`src/rtl/sram_ctrl_pkg.sv`:
```
package sram_ctrl_pkg;
  typedef enum logic [2:0] {
    ST_IDLE,
    ST_WSETUP,
    ST_WPULSE,
    ST_WHOLD,
    ST_RACC,
    ST_RTURN
  } st_e;

  function automatic int unsigned ns2cyc(int unsigned ns, int unsigned per);
    return (ns + per - 1) / per;
  endfunction

  function automatic int unsigned umax(int unsigned a, int unsigned b);
    return (a > b) ? a : b;
  endfunction
endpackage

```
`src/rtl/sram_ctrl_timer.sv`:
```
module sram_ctrl_timer #(
  parameter int W = 4
) (
  input  logic         clk,
  input  logic         rst_n,
  input  logic         load,
  input  logic [W-1:0] load_val,
  output logic         done
);
  logic [W-1:0] cnt;

  always_ff @(posedge clk or negedge rst_n) begin
    if (!rst_n)           cnt <= '0;
    else if (load)        cnt <= load_val;
    else if (cnt != '0)   cnt <= cnt - 1'b1;
  end

  assign done = (cnt == '0);
endmodule

```
`src/rtl/sram_ctrl_pins.sv`:
```
module sram_ctrl_pins
  import sram_ctrl_pkg::*;
#(
  parameter int DATA_W = 16,
  parameter int LANES  = DATA_W / 8
) (
  input  st_e               st,
  input  logic [LANES-1:0]  be_q,
  input  logic [DATA_W-1:0] wdata_q,
  output logic              sel_n,
  output logic              en,
  output logic              rd_n,
  output logic              wr_n,
  output logic [LANES-1:0]  lane_n,
  output logic [DATA_W-1:0] dq_o,
  output logic              dq_oe
);
  logic in_wr, in_rd, selected;

  assign in_wr    = (st == ST_WSETUP) || (st == ST_WPULSE) || (st == ST_WHOLD);
  assign in_rd    = (st == ST_RACC);
  assign selected = in_wr || in_rd;

  assign sel_n = ~selected;
  assign en    = selected;
  assign rd_n  = ~in_rd;
  assign wr_n  = ~(st == ST_WPULSE);
  assign dq_oe = in_wr;

  for (genvar i = 0; i < LANES; i++) begin : g_lane
    assign lane_n[i]       = ~(in_rd || (in_wr && be_q[i]));
    assign dq_o[8*i +: 8]  = in_wr ? wdata_q[8*i +: 8] : 8'h00;
  end
endmodule

```
`src/rtl/sram_ctrl.sv`:
```
module sram_ctrl
  import sram_ctrl_pkg::*;
#(
  parameter int ADDR_W = 19,
  parameter int DATA_W = 16,
  parameter int CLK_NS = 4,
  parameter int T_RC   = 55,
  parameter int T_AA   = 55,
  parameter int T_DOE  = 25,
  parameter int T_HZOE = 20,
  parameter int T_WC   = 55,
  parameter int T_PWE  = 40,
  parameter int T_AW   = 45,
  parameter int T_HZWE = 20,
  parameter int T_SD   = 25
) (
  input  logic              clk,
  input  logic              rst_n,
  input  logic              req_valid,
  output logic              req_ready,
  input  logic              req_write,
  input  logic [ADDR_W-1:0] req_addr,
  input  logic [DATA_W-1:0] req_wdata,
  input  logic [1:0]        req_be,
  output logic              rsp_valid,
  output logic [DATA_W-1:0] rsp_rdata,
  output logic [ADDR_W-1:0] sram_addr,
  output logic              sram_sel_n,
  output logic              sram_en,
  output logic              sram_rd_n,
  output logic              sram_wr_n,
  output logic              sram_lo_n,
  output logic              sram_hi_n,
  output logic [DATA_W-1:0] sram_dq_o,
  output logic              sram_dq_oe,
  input  logic [DATA_W-1:0] sram_dq_i
);
  localparam int LANES = DATA_W / 8;
  localparam int N_WP  = umax(1, ns2cyc(umax(umax(T_PWE, T_AW), T_HZWE + T_SD), CLK_NS));
  localparam int N_WC  = ns2cyc(T_WC, CLK_NS);
  localparam int N_WH  = (N_WC > N_WP + 2) ? (N_WC - 1 - N_WP) : 1;
  localparam int N_RD  = umax(1, ns2cyc(umax(T_RC, umax(T_AA, T_DOE)), CLK_NS));
  localparam int N_TA  = umax(1, ns2cyc(T_HZOE, CLK_NS));
  localparam int N_MAX = umax(umax(N_WP, N_WH), umax(N_RD, N_TA));
  localparam int CNT_W = $clog2(N_MAX + 1);

  localparam logic [CNT_W-1:0] L_WP = CNT_W'(N_WP - 1);
  localparam logic [CNT_W-1:0] L_WH = CNT_W'(N_WH - 1);
  localparam logic [CNT_W-1:0] L_RD = CNT_W'(N_RD - 1);
  localparam logic [CNT_W-1:0] L_TA = CNT_W'(N_TA - 1);

  st_e               st, st_nxt;
  logic              t_done, t_load;
  logic [CNT_W-1:0]  t_val;
  logic [ADDR_W-1:0] addr_q;
  logic [DATA_W-1:0] wdata_q;
  logic [LANES-1:0]  be_q;
  logic [LANES-1:0]  lane_n;
  logic              take;

  assign req_ready = (st == ST_IDLE);
  assign take      = req_valid && req_ready;

  always_comb begin
    st_nxt = st;
    t_load = 1'b0;
    t_val  = '0;
    unique case (st)
      ST_IDLE: if (take) begin
        t_load = 1'b1;
        if (!req_write) begin
          st_nxt = ST_RACC;
          t_val  = L_RD;
        end else if (req_be != 2'b00) begin
          st_nxt = ST_WSETUP;
        end
      end
      ST_WSETUP: if (t_done) begin
        st_nxt = ST_WPULSE; t_load = 1'b1; t_val = L_WP;
      end
      ST_WPULSE: if (t_done) begin
        st_nxt = ST_WHOLD; t_load = 1'b1; t_val = L_WH;
      end
      ST_WHOLD: if (t_done) st_nxt = ST_IDLE;
      ST_RACC: if (t_done) begin
        st_nxt = ST_RTURN; t_load = 1'b1; t_val = L_TA;
      end
      ST_RTURN: if (t_done) st_nxt = ST_IDLE;
      default: st_nxt = ST_IDLE;
    endcase
  end

  always_ff @(posedge clk or negedge rst_n) begin
    if (!rst_n) begin
      st        <= ST_IDLE;
      addr_q    <= '0;
      wdata_q   <= '0;
      be_q      <= '0;
      rsp_valid <= 1'b0;
      rsp_rdata <= '0;
    end else begin
      st        <= st_nxt;
      rsp_valid <= 1'b0;
      if (take) begin
        addr_q  <= req_addr;
        wdata_q <= req_wdata;
        be_q    <= req_be;
      end
      if (st == ST_RACC && t_done) begin
        rsp_valid <= 1'b1;
        rsp_rdata <= sram_dq_i;
      end
    end
  end

  sram_ctrl_timer #(.W(CNT_W)) u_timer (
    .clk(clk), .rst_n(rst_n), .load(t_load), .load_val(t_val), .done(t_done)
  );

  sram_ctrl_pins #(.DATA_W(DATA_W), .LANES(LANES)) u_pins (
    .st(st), .be_q(be_q), .wdata_q(wdata_q),
    .sel_n(sram_sel_n), .en(sram_en), .rd_n(sram_rd_n), .wr_n(sram_wr_n),
    .lane_n(lane_n), .dq_o(sram_dq_o), .dq_oe(sram_dq_oe)
  );

  assign sram_addr = addr_q;
  assign sram_lo_n = lane_n[0];
  assign sram_hi_n = lane_n[1];
endmodule

```
`config.mk`:
```
export PLATFORM = sky130hd
export DESIGN_NAME = sram_ctrl
export DESIGN_NICKNAME = d
export VERILOG_FILES = /design/src/rtl/sram_ctrl_pkg.sv /design/src/rtl/sram_ctrl_timer.sv /design/src/rtl/sram_ctrl_pins.sv /design/src/rtl/sram_ctrl.sv
export SDC_FILE = /design/constraint.sdc
export NUM_CORES = 1
export LEC_CHECK = 0
export ABC_AREA = 1
export BUFFER_PORTS_ARGS = -buffer_cell sky130_fd_sc_hd__buf_2
export CAP_MARGIN = 20
export CORE_AREA = 2 2 98 100
export CTS_CLUSTER_DIAMETER = 30
export DETAILED_ROUTE_END_ITERATION = 8
export DIE_AREA = 0 0 100 102
export GPL_ROUTABILITY_DRIVEN = 0
export REMOVE_ABC_BUFFERS = 1
export SYNTH_ARGS = -nofsm -noshare
export SYNTH_HDL_FRONTEND = slang
export SYNTH_SLANG_ARGS = --single-unit
```
`constraint.sdc`:
```
create_clock -name clk -period 1.5 [get_ports clk]
set_input_delay 0.075 -clock clk [delete_from_list [all_inputs] [get_ports clk]]
set_output_delay 0.075 -clock clk [all_outputs]
set_load 0.01 [all_outputs]
```
* Yosys cells after proc, flatten, opt, wreduce, memory -nomap -nowiden
Index checks and enable logic that the tools add are counted.
** Word-level totals
- Flip-flop bits (word level) :: 61
- Latch bits :: 0
- Bits in writable memories :: 0
- Memory bits (read-only) :: 0
- Word-level logic and storage cells :: 62
- Memories :: 0
** Operators by class
- Add/sub/neg operators :: 1
- $mul :: 0
- Divide/modulo/power cells :: 0
- Magnitude comparators :: 0
- Eq/ne operators :: 11
- Shifts and indexed selects :: 0
- Muxes and demuxes :: 21
- Bitwise gates (word level) :: 5
- Reductions and logical operators :: 17
** Operator list (count)
- two-way mux 3 bit :: 8
- two-way mux 4 bit :: 5
- two-way mux 8 bit :: 2
- one-hot mux 3 bit (5 select lines) :: 1
- one-hot mux 4 bit (3 select lines) :: 1
- == test 3 x 2 -> 1 bit, second input constant :: 2
- == test 3 bit, second input constant :: 2
- inequality test 2 bit, second input constant :: 3
- AND reduction 6 bit :: 1
- logical OR 1 bit :: 5
- inverter 1 bit :: 5
- logical AND 1 bit :: 4
- logical NOT 4 bit :: 1
- inequality test 2 x 1 -> 1 bit, second input constant :: 2
- nonzero test 2 bit :: 2
- nonzero test 4 bit :: 1
- subtractor 4 x 1 -> 4 bit, second input constant :: 1
- == test 3 x 1 -> 1 bit, second input constant :: 1
- logical NOT 3 bit :: 1
- two-way mux 1 bit :: 3
- inequality test 3 x 2 -> 1 bit, second input constant :: 1
- OR reduction 3 bit :: 1
- one-hot mux 1 bit (2 select lines) :: 1
- OR reduction 2 bit :: 1

* Depth between registers and ports, before layout
Gate-level depths: netlist of run 1.
- Word-level depth :: 6
- Mapped depth :: 9
- Depth with buffers taken out :: 8

* Hierarchy
A second synthesis of run 1 with hierarchy kept.
** Second synthesis, totals
- Cells, all modules :: 357
- Area total of the unflattened synthesis :: 2839.0 um^2
** By module, submodules not included
- sram_ctrl :: instances 1, cells an instance 276, area an instance 2393.5 um^2
- sram_ctrl_timer :: instances 1, cells an instance 34, area an instance 242.7 um^2
- sram_ctrl_pins :: instances 1, cells an instance 47, area an instance 202.7 um^2

* Worst setup path after synthesis of run 1
OpenSTA, ideal clock, no wires.
- Kind :: register to register
- Start point :: register u_timer.cnt[0]
- End point :: register rsp_rdata[10]
- Arrival :: 1293 ps
- Data required time :: 1384 ps
- Slack :: 90 ps
- Cell stages (with the launch flop) :: 9
- Path buffers :: 1
- Cells stage by stage :: dfrtp_1 > inv_1 > ha_1 > nand2_1 > nor2_1 > nand2_4 > buf_2 > nand2_1 > nand2_1
** Between the ends
- Cells in the longest elaborated chain, start to end :: 2
** RTL lines
- start: declaration :: line sram_ctrl_timer.sv:10 : logic [W-1:0] cnt;
- start signal: assignment :: line sram_ctrl_timer.sv:14 : else if (load) cnt <= load_val;
- start signal: assignment :: line sram_ctrl_timer.sv:15 : else if (cnt != '0) cnt <= cnt - 1'b1;
- logical NOT 4 bit :: line sram_ctrl_timer.sv:18 : assign done = (cnt == '0);
- logical AND 1 bit :: line sram_ctrl.sv:109 : if (st == ST_RACC && t_done) begin
- end signal: assignment :: line sram_ctrl.sv:111 : rsp_rdata <= sram_dq_i;
- end: declaration :: line sram_ctrl.sv:26 : output logic [DATA_W-1:0] rsp_rdata,
Every way passes these cells.
A chain may end at the register's enable or synchronous reset.

* Worst setup path in the final report of run 1
- Start point :: register st[0]
- End point :: output sram_dq_o[8]
** Between the ends
- Cells in the longest elaborated chain, start to end :: 4
- Elaborated cells on any way between the ends :: 6
- Classes of those cells :: eq/ne (3); mux (1); reduce/logical (2)
** RTL lines
- start: declaration :: line sram_ctrl.sv:52 : st_e st, st_nxt;
- start signal: assignment :: line sram_ctrl.sv:102 : st <= st_nxt;
- == test 3 x 1 -> 1 bit or == test 3 x 2 -> 1 bit (tied branches) :: line sram_ctrl_pins.sv:20 : assign in_wr = (st == ST_WSETUP) || (st == ST_WPULSE) || (st == ST_WHOLD);
- logical OR 1 bit :: line sram_ctrl_pins.sv:20
- logical OR 1 bit * :: line sram_ctrl_pins.sv:20
- two-way mux 8 bit * :: line sram_ctrl_pins.sv:32 : assign dq_o[8*i +: 8] = in_wr ? wdata_q[8*i +: 8] : 8'h00;
- end: declaration :: line sram_ctrl.sv:34 : output logic [DATA_W-1:0] sram_dq_o,
Mark *: on every way between the ends. The rest lies on a longest branch, timed or not.

==> impl_metrics.toml, run 1 <==
[run_status]
status = "complete, but fails checks"
violations = "negative setup slack"

[timing]
relSlewSlack_pct = 77.75
max_freq_mhz = 642.6
timing.final.max_slew_violations = 0
finalCritPeriodShare_pct = 103.7
fin_skew_ns = 0.006893
setup_ws_ns = -0.05609
rsz0062_at_grt = "true"
min_period_ns = 1.556
worst_pin_slew_ns = 0.3338
tns_ns = -0.6141
setup_viol = 20
finalHoldViolCount = 0
holdWs_ns = 0.02337

[setup_path]
arrival_ns = 1.48
reg2reg_slack_ns = 0.05
r2r_end = "rsp_rdata[10]"
worstReg2RegStart = "st[1]"
cp-start-kind = "flip-flop"
ff2ff_path_depth = 10
crit_path_end_kind = "output pin"
required_ns = 1.42
critPathKind = "reg2out"
crit_path_max_fanout = 16

[min_path]
min_path_cells = 3
hold_start = "req_wdata[3]"
min_path_type = "in2reg"
holdPathEnd = "wdata_q[3]"

[job]
cap_violations = 0

[clock_network]
cts_buffers = 9
clk_pin_slew_ns = 0.07
htree_levels = 3
worstSkewPairLatency_ns = 0.33
cts_root_buf = "clkbuf_8"
cts_tree = "yes"
cts_buffer_depth = 2
clock_sinks = 61

[synthesis]
synth-seq-cells = 61
synth_area_sq_um = 2699
synth_cell_types = 19
synth_top_area_cell = "dfrtp_1"
synthTopCellsByArea = "dfrtp_1 57%, nand2_1 9.7%, mux2_2 5.8%"
synth.top_cell.area_share_pct = 56.56
syn_avg_cell_area_sq_um = 9.639
seq_area_frac_synth_pct = 56.56
yosys_warnings = 0
synthCells = 280

[global_routing]
grt_pass1_wl_mm = 11.83
grt_max_degree = 62
overflow = 0
antenna_found_initial = 0
grt.total_usage_pct = 14.80
grt_pass1_vias = 2587

[final_layout]
area_growth_pct = 63.79
mostFrequentLayoutCells = "116 x buf_2, 68 x nand2_1, 61 x dfrtp_1"
final_cell_area_sq_um = 4420
multiInputGateArea_sq_um = 1046
fillers = 888
stdcell_count = 585
mostFrequentLayoutCell = "buf_2"
nets = 528
seq_area_sq_um = 1526
layout-drive-gt1-share_pct = 44.09
antennaDiodeCount = 0

[power]
p_clk_share_pct = 18.6
peakVddDrop_mv = 0.8124
power.switching_mw = 3.380
p_int_mw = 5.642
leakage_nw = 2.356
seqPwrFrac_pct = 31.8
p_sw_share_pct = 37.46
p_per_area_nw_per_um2 = 2041
p_comb_share_pct = 49.6

[drt]
drtIter0Drc = 70
drc_errors = 0
wl_per_cell_microns = 12.33
final_antenna_net_count = 0
viasPerCell = 4.315
vias = 2524
wirelength_mm = 7.212
first_pass_iters = 4

[placement]
portBuffers = 116
dp_cells = 510
dpl_cell_area_sq_um = 3481
hpwlAfterDp_mm = 4.608
detailedPlace.worstSlack_ns = -0.03330

[die]
core_sq_um = 9109
io_pins = 117
die_h_microns = 102
initial_core_util_pct = 29.63
rows = 35
die_area_sq_um = 10200
die_w_microns = 100
## worst max-delay path, stage by stage (launching register included)
cell,delay [ns]
dfrtp_1,0.45
nor2_4,0.08
nor2_4,0.12
clkinvlp_4,0.11
buf_12,0.16
nor2_1,0.09
buf_2,0.14
## flip-flops by register name, summed over array words and instances, names as in the netlist
signal,count
sram_addr,19
rsp_rdata,16
wdata_q,16
u_timer.cnt,4
st,3
be_q,2
rsp_valid,1
## logic make-up (layout without fill, tap and decap cells)
kind of cell	Yosys count	in the layout	synth area share (%)
adders and majority gates	1	1	0.4635
AOI/OAI and AO/OA	28	28	6.583
xor gates and xnor gates	2	2	0.6492
and+or+nand+nor	122	122	18.31
buffers and inverters	45	239	7.696
muxes	21	21	9.736
DFF	61	61	56.56
## power groups by stage
stage | logic (mW) | registers, mW | clock network, mW
4_1_cts | 4.27 | 2.84 | 1.75
2_1_floorplan | 2.13 | 3.08 | 0
6_report | 4.47 | 2.87 | 1.68
5_1_grt | 4.99 | 2.97 | 1.81
3_3_place_gp | 3.82 | 2.85 | 0
3_5_place_dp | 3.90 | 2.86 | 0
## how the worst max path moves through the flow
stage / slack, ns / end / cells past startpoint / from
2_1_floorplan: -1.23 / be_q[1] / 3 / st[1]
3_5_place_dp: -0.03 / sram_addr[12] / 4 / st[0]
3_3_place_gp: 0.01 / sram_addr[12] / 4 / st[0]
6_report: -0.06 / sram_dq_o[8] / 6 / st[0]
4_1_cts: -0.08 / sram_en / 7 / st[1]
5_1_grt: -0.14 / sram_dq_o[6] / 6 / st[2]
## cells in the mapped netlist (all sizes together)
library cell,n
o21ai,6
mux2,21
dfrtp,61
ha,1
nand2,71
buf,9
nand3,9
inv,36
a21oi,22
xor2,2
nor2,42
## metal layers
layer,track usage (%),up-vias,routed length [microns]
li1,-,1246,-
met1,17.32,1190,3023
met2,25.88,74,3760
met3,3.967,14,316
met4,6.112,0,111
met5,0,-,0
## area by class of cell
| type | count | area share, % |
|---|---|---|
| Clock buffer | 12 | 3.736 |
| Multi-Input combinational cell | 174 | 23.66 |
| Inverter | 36 | 3.255 |
| Timing Repair Buffer | 188 | 30.14 |
| Clock inverter | 3 | 1.528 |
| Tap cell | 111 | 3.142 |
| Sequential cell | 61 | 34.53 |
## timing repair
| action | 4_1_cts | 5_1_grt |
|---|---|---|
| setup endpoints to repair | 40 | 69 |
| resized for setup | 13 | 17 |
| endpoints found under the hold margin | 112 | 0 |
| setup buffers | 4 | 4 |
| hold buffers | 52 | 0 |
| pin swaps | 3 | 3 |
## per-stage QoR
step | power [mW] | utilization (%)
3_5_place_dp | 6.760 | 38.21
5_1_grt | 9.769 | 48.53
3_3_place_gp | 6.674 | 38.21
4_1_cts | 8.865 | 47.47
6_report | 9.022 | 48.53
2_1_floorplan | 5.208 | -
No activity file was read; power rests on OpenSTA's default activity.
==> inputs of run 2 (changes only) <==
--- a/config.mk
+++ b/config.mk
@@ -5,13 +5,12 @@
 export SDC_FILE = /design/constraint.sdc
 export NUM_CORES = 1
 export LEC_CHECK = 0
-export ABC_AREA = 1
 export BUFFER_PORTS_ARGS = -buffer_cell sky130_fd_sc_hd__buf_2
 export CAP_MARGIN = 20
-export CORE_AREA = 2 2 98 100
+export CORE_AREA = 2 2 99 101
 export CTS_CLUSTER_DIAMETER = 30
 export DETAILED_ROUTE_END_ITERATION = 8
-export DIE_AREA = 0 0 100 102
+export DIE_AREA = 0 0 101 103
 export GPL_ROUTABILITY_DRIVEN = 0
 export REMOVE_ABC_BUFFERS = 1
 export SYNTH_ARGS = -nofsm -noshare
==> impl_metrics.toml, run 2 <==
[run_status]
status = "complete, but fails checks"
violations = "negative setup slack"

[die]
core_sq_um = 9459
io_pins = 117
rows = 36
die_h_microns = 103
initial_core_util_pct = 28.86
die_w_microns = 101
die_area_sq_um = 10400

[timing]
min_period_ns = 1.622
finalCritPeriodShare_pct = 108.1
rsz0062_at_grt = "true"
max_freq_mhz = 616.7
worst_pin_slew_ns = 0.3382
setup_viol = 77
relSlewSlack_pct = 77.46
holdWs_ns = 0.1407
setup_ws_ns = -0.1216
tns_ns = -5.660
finalHoldViolCount = 0
fin_skew_ns = 0.008137
timing.final.max_slew_violations = 0

[power]
peakVddDrop_mv = 0.7385
power.total_mw = 8.799
p_per_area_nw_per_um2 = 1876
leakage_nw = 2.330

[clock_network]
clock_sinks = 61
clk_pin_slew_ns = 0.07
cts_root_buf = "clkbuf_8"
cts_buffers = 9
worstSkewPairLatency_ns = 0.33
cts_buffer_depth = 2
htree_levels = 3
cts_tree = "yes"

[placement]
hpwlAfterDp_mm = 4.417
portBuffers = 116
dpl_cell_area_sq_um = 3617

[setup_path]
crit_path_max_fanout = 7
arrival_ns = 1.84
critPathKind = "reg2reg"
crit_path_end_kind = "flip-flop"
required_ns = 1.71
cp-start-kind = "flip-flop"

[job]
cap_violations = 0

[final_layout]
antennaDiodeCount = 0
final_cell_area_sq_um = 4691
finalCoreUtilization_pct = 49.59
mostFrequentLayoutCell = "buf_2"
fillers = 864
nets = 464
layout-drive-gt1-share_pct = 56.69
largest_register_ffs = 19
area_growth_pct = 71.81
mostFrequentLayoutCells = "115 x buf_2, 61 x dfrtp_1, 54 x dlygate4sd3_1"

[global_routing]
grt_pass1_wl_mm = 11.74
met1_usage_pct = 17.64
grt_max_degree = 62
grtUsageMet2_pct = 24.67
grt-busiest-layer = "met2"
overflow = 0
use_met3_pct = 4.136
grt.total_usage_pct = 14.59
antenna_found_initial = 0
grt_pass1_vias = 2469

[synthesis]
synth_ff_type = "dfrtp_1"
syn_avg_cell_area_sq_um = 13.65
synth_cell_types = 35
seq_area_frac_synth_pct = 55.91
synthCells = 200
yosys_warnings = 0
synth_area_sq_um = 2730
synth_top_area_cell = "dfrtp_1"
synthTopCellsByArea = "dfrtp_1 56%, mux2_2 14%, mux2_4 5.5%"
synth-seq-cells = 61
netlist_top_cells_count = "61 x dfrtp_1, 33 x mux2_2, 16 x and2_1"
synth_most_common_cell = "dfrtp_1"
async_flop_share_pct = 100.0
synth.top_cell.area_share_pct = 55.91
synth-edff-count = 0

[drt]
viasPerCell = 4.440
wl_per_cell_microns = 14.54
drtIter0Drc = 96
first_pass_iters = 3
wirelength_mm = 7.636
final_antenna_net_count = 0
drc_errors = 0
vias = 2331

[min_path]
min_path_type = "in2reg"
run 2: cell types whose count changed after synthesis, moves of 8 or more:
cell | before | now
mux2_2 | 14 | 33
nand3_1 | 9 | 1
nor2_1 | 39 | 5
nand2_1 | 70 | 4
inv_1 | 34 | 8
and2_1 | 0 | 16
a21oi_2 | 10 | 0
mux2_1 | 0 | 10
run 2: final timing paths:
path	start	to	slack, ns	cells after the start
worst max-delay path	st[2]	wdata_q[9]	-0.12	5
worst min-delay path	req_write	u_timer.cnt[2]	0.14	3
worst max register to register	st[2]	wdata_q[9]	-0.12	5
worst min register to register	wdata_q[0]	wdata_q[0]	0.48	1
max in group asynchronous	rst_n	rsp_rdata[2]	0.95	3
min in group asynchronous	rst_n	sram_addr[8]	0.28	3
run 2: cell families (layout without fill, tap and decap cells):
logic type                 count (synthesis)  count (layout)  share of synthesized area [%]
AOI/OAI and AO/OA                         23              23                          5.087
xor gates and xnor gates                   4               4                          1.283
adders and majority gates                  1               1                         0.4582
buffers and inverters                     18             229                          4.262
DFF                                       61              61                          55.91
muxes                                     53              53                          23.24
and+or+nand+nor                           40              40                          9.762
run 2: layer usage:
layer  vias up  routed length [microns]  share of wire [%]
li1       1099                        -                  -
met5         -                        0                  0
met4         0                      124                1.6
met1      1163                     3343                 44
met3         7                      346                4.5
met2        62                     3821                 50
run 2: per-stage QoR:
stage | cells | setup WS, ns
floorplan | 190 | -1.074
global placement | 445 | -0.06775
detailed placement | 445 | -0.1003
CTS | 520 | -0.1303
global route | 525 | -0.1848
finish | 525 | -0.1216
run 2: what timing repair did:
item	in CTS	in global routing
setup endpoints to repair	80	82
resized for setup	32	29
pin swaps	4	6
hold endpoints to repair	114	0
cloned	0	2
hold buffers	54	0
buffers inserted	5	3
run 2: worst max-delay path: stages (launching register included):
cell and delay (ns):
dfrtp_1 0.42, buf_6 0.13, nor4b_4 0.28, buf_4 0.21
clkbuf_16 0.16, mux2_4 0.29
run 2: cell type report:
type	count	area (sq um)	share of cell area, %
Timing Repair Buffer	205	1518	32.36
Sequential cell	61	1526	32.54
Multi-Input combinational cell	121	1265	26.97
Tap cell	114	142.6	3.041
Clock buffer	11	131.4	2.801
Clock inverter	5	75.07	1.600
Inverter	8	32.53	0.6935
run 2: report_power, final:
part / total, mW / internal [mW] / switching, mW
clock: 1.57 / 0.929 / 0.645
sequential: 2.93 / 2.46 / 0.465
combinational: 4.30 / 2.50 / 1.80
==> inputs of run 3 (changes only) <==
--- a/config.mk
+++ b/config.mk
@@ -7,10 +7,10 @@
 export LEC_CHECK = 0
 export BUFFER_PORTS_ARGS = -buffer_cell sky130_fd_sc_hd__buf_2
 export CAP_MARGIN = 20
-export CORE_AREA = 2 2 99 101
+export CORE_AREA = 2 2 104 96
 export CTS_CLUSTER_DIAMETER = 30
 export DETAILED_ROUTE_END_ITERATION = 8
-export DIE_AREA = 0 0 101 103
+export DIE_AREA = 0 0 106 98
 export GPL_ROUTABILITY_DRIVEN = 0
 export REMOVE_ABC_BUFFERS = 1
 export SYNTH_ARGS = -nofsm -noshare
==> impl_metrics.toml, run 3 (same netlist as run 2, synthesis figures left out) <==
[power]
power.total_mw = 9.146
p_comb_share_pct = 51.7
p_clk_share_pct = 15.8
leakage_nw = 2.416
power.switching_mw = 3.022
p_sw_share_pct = 33.04
p_per_area_nw_per_um2 = 1860
p_int_mw = 6.124
peakVddDrop_mv = 0.8756
seqPwrFrac_pct = 32.5

[min_path]
min_path_cells = 3
min_path_type = "in2reg"

[drt]
wirelength_mm = 7.868
drtIter0Drc = 55
wl_per_cell_microns = 14.54
wl_met1_mm = 3.356
highest_layer = "met4"
final_antenna_net_count = 0
vias = 2356
first_pass_iters = 4
wl_met2_mm = 4.084
wl_met3_microns = 355
drc_errors = 0
viasPerCell = 4.355

[clock_network]
htree_levels = 3
cts_root_buf = "clkbuf_8"
cts_tree = "yes"
worstSkewPairLatency_ns = 0.33
clk_pin_slew_ns = 0.07
clock_sinks = 61
cts_buffers = 9
cts_buffer_depth = 2

[final_layout]
final_cell_area_sq_um = 4917
nets = 468
multiInputGateArea_sq_um = 1331
mostFrequentLayoutCell = "buf_2"
mostFrequentLayoutCells = "98 x buf_2, 60 x dfrtp_1, 54 x dlygate4sd3_1"
area_growth_pct = 80.11
seq_area_sq_um = 1528
fillers = 799
finalCoreUtilization_pct = 52.30
layout-drive-gt1-share_pct = 62.17
antennaDiodeCount = 0
largest_register_ffs = 19

[timing]
finalHoldViolCount = 0
worst_pin_slew_ns = 0.3343
rsz0062_at_grt = "true"
tns_ns = -4.267
finalCritPeriodShare_pct = 106.7
timing.final.max_slew_violations = 0
min_period_ns = 1.601
setup_ws_ns = -0.1012
max_freq_mhz = 624.5
relSlewSlack_pct = 77.71
fin_skew_ns = 0.003858
setup_viol = 80
holdWs_ns = 0.1381

[run_status]
violations = "negative setup slack"
status = "complete, but fails checks"

[setup_path]
critPathKind = "reg2reg"
crit_path_end_kind = "flip-flop"
critPathCapture = "sram_addr[7]"
crit_path_max_fanout = 15
crit_start = "st[1]"
arrival_ns = 1.83
reg2reg_slack_ns = -0.10
required_ns = 1.72
ff2ff_path_depth = 5
worstReg2RegStart = "st[1]"
r2r_end = "sram_addr[7]"
cp-start-kind = "flip-flop"

[global_routing]
grt.total_usage_pct = 14.79
antenna_found_initial = 0
overflow = 0
grt_pass1_vias = 2517
grt_max_degree = 62
grt_pass1_wl_mm = 11.99

[placement]
dpl_cell_area_sq_um = 3570
hpwlAfterDp_mm = 4.428
portBuffers = 116

[die]
die_w_microns = 106
initial_core_util_pct = 29.04
die_area_sq_um = 10390
rows = 34
die_h_microns = 98
io_pins = 117
core_sq_um = 9402

[job]
cap_violations = 0
## run 3: cell types whose count changed in the layout (fill, tap and decap cells not counted), moves of 6 or more
cell    delta
and2_4    +16
and2_1    -16
buf_6     +19
mux2_4     +6
buf_2     -17
## run 3: metal layers
layer,vias up,GRT usage (%)
li1,1116,-
met1,1174,17.19
met2,59,25.96
met3,7,4.940
met4,0,4.352
met5,-,0
## run 3: repair_timing
item	CTS	global route
pin swaps	19	8
endpoints found under the hold margin	114	0
setup buffers	10	4
resized for setup	49	61
setup endpoints to repair	75	82
hold buffers	54	0
gates cloned	2	3
## run 3: worst min path at each step
stage,startpoint,endpoint
after global placement,rst_n,sram_addr[13]
after global routing,req_write,u_timer.cnt[2]
after CTS,req_write,st[2]
after detailed placement,rst_n,sram_addr[13]
after floorplan,rst_n,be_q[0]
final,req_write,u_timer.cnt[2]
## run 3: power by group through the flow
stage	combinational (mW)	sequential, mW	clock (mW)
final	4.73	2.97	1.44
after global routing	5.09	3.09	1.58
after CTS	4.04	2.93	1.50
after detailed placement	3.35	2.91	0
after global placement	3.29	2.89	0
after floorplan	1.64	3.16	0
## run 3: cell type report
type	instances	area share, %
Clock buffer	11	2.875
Clock inverter	5	1.018
Inverter	8	0.6616
Multi-Input combinational cell	121	27.07
Sequential cell	61	31.07
Tap cell	126	3.206
Timing Repair Buffer	209	34.10
## run 3: through the flow
step	setup WS, ns	instances
floorplan	-1.074	190
global placement	-0.07270	452
detailed placement	-0.1233	452
CTS	-0.09566	534
global route	-0.1659	541
finish	-0.1012	541
## run 3: critical path, cell delays in order, from the launching register on
cell	delay (ns)
dfrtp_1	0.40
buf_6	0.13
nor4b_4	0.27
buf_4	0.19
buf_12	0.16
mux2_2	0.34
